--- config.mk ---
export PLATFORM = sky130hd
export DESIGN_NAME = epoch_start_sync
export DESIGN_NICKNAME = d
export VERILOG_FILES = /design/src/rtl/epoch_start_sync.sv
export SDC_FILE = /design/constraint.sdc
export NUM_CORES = 1
export LEC_CHECK = 0
export ABC_AREA = 0
export CELL_PAD_IN_SITES_DETAIL_PLACEMENT = 1
export CELL_PAD_IN_SITES_GLOBAL_PLACEMENT = 2
export CORE_MARGIN = 2
export CORE_UTILIZATION = 16
export CTS_CLUSTER_SIZE = 14
export DETAILED_ROUTE_END_ITERATION = 16
export PLACE_DENSITY = 0.86
export SYNTH_ARGS = -nofsm -noshare
export SYNTH_HDL_FRONTEND = slang
export SYNTH_SLANG_ARGS = --single-unit
--- constraint.sdc ---
create_clock -name clk -period 1.4 [get_ports clk]
set_input_delay 0.28 -clock clk [delete_from_list [all_inputs] [get_ports clk]]
set_output_delay 0.28 -clock clk [all_outputs]
set_load 0.05 [all_outputs]
--- src/rtl/epoch_start_sync.sv ---
module epoch_start_sync #(
  parameter int VEC_W     = 32,
  parameter bit IS_PARENT = 1'b0
) (
  input  logic             clk,
  input  logic             rst_n,
  input  logic             epoch_i,
  input  logic             go_i,
  input  logic [VEC_W-1:0] vec_i,
  input  logic             rx_valid_i,
  input  logic [VEC_W-1:0] rx_data_i,
  output logic             tx_valid_o,
  output logic [VEC_W-1:0] tx_data_o,
  output logic             start_o,
  output logic             run_o,
  output logic [VEC_W-1:0] start_vec_o,
  output logic             overrun_o
);

  // Initiator: IDLE -> ARMED (waiting for epoch) -> HOLD (sending) -> RUN
  // Follower : IDLE -> ARMED (polling)          -> HOLD (captured) -> RUN
  typedef enum logic [1:0] {ST_IDLE, ST_ARMED, ST_HOLD, ST_RUN} st_t;

  st_t              st, st_nx;
  logic [VEC_W-1:0] buf_q;
  logic             start_q;
  logic             ovr_q;

  always_comb begin
    st_nx = st;
    unique case (st)
      ST_IDLE:  if (!IS_PARENT || go_i) st_nx = ST_ARMED;
      ST_ARMED: if (IS_PARENT ? epoch_i : rx_valid_i) st_nx = ST_HOLD;
      ST_HOLD:  if (IS_PARENT || epoch_i) st_nx = ST_RUN;
      default:  st_nx = ST_RUN;
    endcase
  end

  always_ff @(posedge clk) begin
    if (!rst_n) begin
      st      <= ST_IDLE;
      buf_q   <= '0;
      start_q <= 1'b0;
      ovr_q   <= 1'b0;
    end else begin
      st      <= st_nx;
      start_q <= epoch_i && (st == (IS_PARENT ? ST_ARMED : ST_HOLD));
      if (IS_PARENT) begin
        if (st == ST_IDLE && go_i) buf_q <= vec_i;
      end else begin
        if (st == ST_ARMED && rx_valid_i) buf_q <= rx_data_i;
        if (st == ST_HOLD && rx_valid_i) ovr_q <= 1'b1;
      end
    end
  end

  assign tx_valid_o  = IS_PARENT && (st == ST_HOLD);
  assign tx_data_o   = IS_PARENT ? buf_q : '0;
  assign start_o     = start_q;
  assign run_o       = (st == ST_RUN) || (IS_PARENT && st == ST_HOLD);
  assign start_vec_o = buf_q;
  assign overrun_o   = ovr_q;

  a_r3_tx_after_epoch: assert property (@(posedge clk) disable iff (!rst_n)
    tx_valid_o |-> $past(epoch_i));

  a_r6_start_after_epoch: assert property (@(posedge clk) disable iff (!rst_n)
    start_o |-> $past(epoch_i));

  a_r5_start_needs_hold: assert property (@(posedge clk) disable iff (!rst_n)
    start_o |-> $past(st == (IS_PARENT ? ST_ARMED : ST_HOLD)));

  a_r4_single_start: assert property (@(posedge clk) disable iff (!rst_n)
    start_o |=> !start_o);

  a_r4_run_sticky: assert property (@(posedge clk) disable iff (!rst_n)
    run_o |=> run_o);

  a_r8_overrun_sticky: assert property (@(posedge clk) disable iff (!rst_n)
    overrun_o |=> overrun_o);

  a_r9_vec_frozen: assert property (@(posedge clk) disable iff (!rst_n)
    (run_o && !start_o) |-> $stable(start_vec_o));

endmodule

Word-level counts from Yosys, hierarchy flattened
Index checks and enable logic that the tools add are counted.
{ "word_totals": {"word_cells": 17, "reg_bits": 36, "inputBits": 69} }
{ "classes": {"reduce_logical": 5, "n_eq_ne": 5, "mux": 3} }
{ "op_table": {"columns": ["op", "n"], "rows": [
  ["$pmux W2 S3", 1],
  ["$eq A2 B2 Y1 const B", 2],
  ["$mux W2", 2],
  ["$ne A2 B2 Y1 const B", 2],
  ["$logic_and A1 B1 Y1", 3],
  ["$eq A2 B1 Y1 const B", 1],
  ["$logic_not A2 Y1", 1],
  ["$reduce_and A2 Y1", 1]
]} }

Longest topological paths before layout
{ "logic_depth": {"word_depth": 3, "depth_mapped": 4, "depth_no_buf": 2} }

Least setup slack after synthesis
Ideal clock, no wire load.
{ "synth_path": {"path_kind": "reg2reg", "from": "register st[1]", "to": "register st[0]", "path_stages_with_launch": 5, "synth_period_minus_slack_ps": 1080, "setup_time_ps": 79, "t_required_ps": 1321, "slack_ps": 320, "arrival_time_ps": 1001, "n_path_buf": 2, "cell_sequence": "dfxtp_1 and3b_1 buf_6 buf_12 a211oi_2"} }
{ "synth_between": {"elab_chain_cells": 3, "elab_cells_between_ends": 7, "classes_between": "eq/ne (4); mux (1); reduce/logical (2)"} }
{ "synth_lines": {"columns": ["item", "line_no", "rtl"], "rows": [
  ["start, declared", "24", "st_t st, st_nx;"],
  ["start signal, assigned", "46", "st <= st_nx;"],
  ["$eq A2 B1 Y1 or $eq A2 B2 Y1 (tied branches)", "31", "unique case (st)"],
  ["$ne A2 B2 Y1 (no source line)", null, null],
  ["$reduce_and A2 Y1 (no source line)", null, null]
]} }
Several ways; a longest one is shown, not always the timed one.
A chain may end at the register's enable or synchronous reset.

Worst setup path after layout
{ "layout_path": {"from": "register st[1]", "to": "output run_o"} }
{ "layout_between": {"elab_chain_cells": 1} }
{ "layout_lines": {"columns": ["item", "line_no", "rtl"], "rows": [
  ["$eq A2 B2 Y1", "60", "assign run_o = (st == ST_RUN) || (IS_PARENT && st == ST_HOLD);"],
  ["end, declared", "15", "output logic run_o,"]
]} }
Every way passes these cells.

==> impl_results.md <==
* Status: completed
* Clk_lat worst skew at 290 ps
* Antenna violations before repair at 0
* Starting Density at 16.4%
* Synth async-reset ratio at 0%
* WL final at 4120 um
* Synth Area in Compound Gates at 1.33%
* Post-DP Area at 0.00276 sq mm
* # IOs at 137
* WP data arrival at 1030 ps
* Worst hold path type: reg -> reg
* Final instance area at 0.00286 sq mm
* Hold Buf Count CTS at 0
* Hold WS at 500 ps
* Synth Flop Type: dfxtp_1
* Number of remaining DRC errors at 0
* Share of layout cells above drive strength 1 at 20.2%
* Seq/Total Area, Yosys at 42.5%
* CP max FO at 6
* DIE WIDTH at 107 um
* Overall via count from detail_route at 1378
* Yosys top cell by area: dfxtp_1
* Layout Nets at 326
* Port bufs at 70
* TritonRoute pass-1 iters at 3
* Worst r2r src: st[1]
* H-tree levels at 2
* Fin crit period at 1310 ps
* Largest family of logic cells by synthesized area: buffers and inverters
* Hold Violations, Final at 0
* EDFF count, synth at 0
* Slew Limit Fails at 0
* Post-synthesis instance area at 0.00169 sq mm
* Post_cts resized at 0
* Gate Count Post-Synth at 188
* Peak VDD IR at 0.000324 V
* Xor/xnor cell area share of the yosys netlist at 0%
* Total GRT Usage at 7.27%
* Most common cell after layout, fill and taps aside: nand2_1
* Row cnt at 37
* Cell count of the worst reg-to-reg path at 3
* Critical path class: reg -> out
* DRT iter0 DRCs at 24
* Leakage power at 1.14 nW
* DPL Wire Length at 3200 um
* Final TNS setup at 0 ps
* Hold Path Depth at 2
* Via density at 3.50
* RSZ-0062 raised after global routing: no
* Post-CTS Setup Inserts at 0
* Post-route clock skew at 6.87 ps
* First-pass GRT wire length at 6600 um
* Num CTS Buffers at 5
* Pwr per Cell Area at 968 mW/mm^2
* Die ar. at 0.0114 sq mm
* Most frequent cells in the layout: 64 x nand2_1, 38 x buf_12, 36 x dfxtp_1
* # diodes at 0
* Global Route met3 Usage at 2.80%
* Number of global-route vias before repair at 1382
* CTS tree: yes
* Worst min-delay path startpoint: start_vec_o[27]
* Fin util at 27.7%
* Detail Route Antenna Nets at 0
* Average instance area after synthesis at 9.01 sq um
* Met1 Usage GRT at 8.19%
* Clock sinks at 36
* Required time of the critical path at 1120 ps
* GR Util met2 at 12.6%
* Die Y at 107 um
* Number of synthesized register bits at 36
* Multiplexer share of the synthesized area at 18.9%
* Ys Warns at 0
* CORE AREA at 0.0103 sq mm
* Pin count of the biggest net entering global routing at 67
* Layout area overhead at 68.5%
* Fmax at 762 MHz
* Wire per inst at 10.5 um
* Gr ovfl total at 0
* Fillers at 1185
* Synth Area in Simple Gates at 16.7%
* Worst Setup End Kind: output pin
* Max clock buf depth at 2
* Placer Congestion at 0.642
* Dominant cells by area after synthesis: dfxtp_1 43%, mux2i_1 19%, buf_4 15%
* Worst-path clk slew at 80 ps
* Final period util at 93.7%
* Startpoint class of the critical path: register
* Unique masters post-synth at 18
* Area share of fa/ha/maj cells after synthesis at 0%
* Most Crowded Layer GR: met2
* Synth top area share at 42.5%
* Maxcap violations at 0
* CP startpoint: st[1]
* CTS root buffer: clkbuf_8
* Endpoints failing setup at 0
## cell type report
type | count | area (sq um) | area share (%)
Timing Repair Buffer | 74 | 1110 | 39.0
Multi-Input combinational cell | 138 | 751 | 26.3
Sequential cell | 36 | 721 | 25.2
Clock inverter | 2 | 10.0 | 0.351
Inverter | 2 | 7.51 | 0.263
Clock buffer | 6 | 82.6 | 2.89
Tap cell | 136 | 170 | 5.96
## state kept, by name (all words and copies together), names as in the netlist
signal and count:
overrun_o 1, start_vec_o 32, start_o 1, st 2
## stage by stage
| step | cells | setup WS, ps | power [mW] |
|---|---|---|---|
| after floorplan | 220 | 320 | 1.73 |
| after global placement | 386 | -74.9 | 2.00 |
| after detailed placement | 386 | -116 | 2.02 |
| after CTS | 394 | 60.5 | 2.85 |
| after global routing | 394 | 27.4 | 2.91 |
| final | 394 | 87.6 | 2.76 |
## logic make-up (layout without fill, tap and decap cells)
logic type | after synthesis | count (layout)
AND/OR/NAND/NOR | 70 | 70
buffers and inverters | 46 | 84
flip-flops | 36 | 36
multiplexers | 32 | 32
AO/OA/AOI/OAI | 3 | 3
other | 1 | 33
## power breakdown
part / leakage [nW] / internal [mW] / switching [mW]
sequential: 0.294 / 1.08 / 0.0581
combinational: 0.797 / 0.348 / 0.500
clock: 0.0510 / 0.393 / 0.386
## worst max-delay path: stages, from the launching register on
cell and delay, ps:
dfxtp_1 410, and2_2 200, buf_12 140
## worst paths after layout
| path | end | slack, ps |
|---|---|---|
| worst max-delay path | run_o | 90 |
| worst min-delay path | start_vec_o[27] | 500 |
| worst max register to register | start_vec_o[7] | 250 |
| worst min register to register | start_vec_o[27] | 500 |
## per-layer routing
layer / up-vias / wire [um]
li1: 665 / -
met1: 643 / 1660
met2: 65 / 2060
met3: 5 / 346
met4: 0 / 46
met5: - / 0
## synth_stat cells, types with 2 or more instances
master    instances
a21oi_1           2
buf_4            33
buf_8             2
clkbuf_1          6
dfxtp_1          36
inv_1             2
mux2i_1          32
nand2_1          64
nor2_1            2
Power figures use the tool's default switching activity.
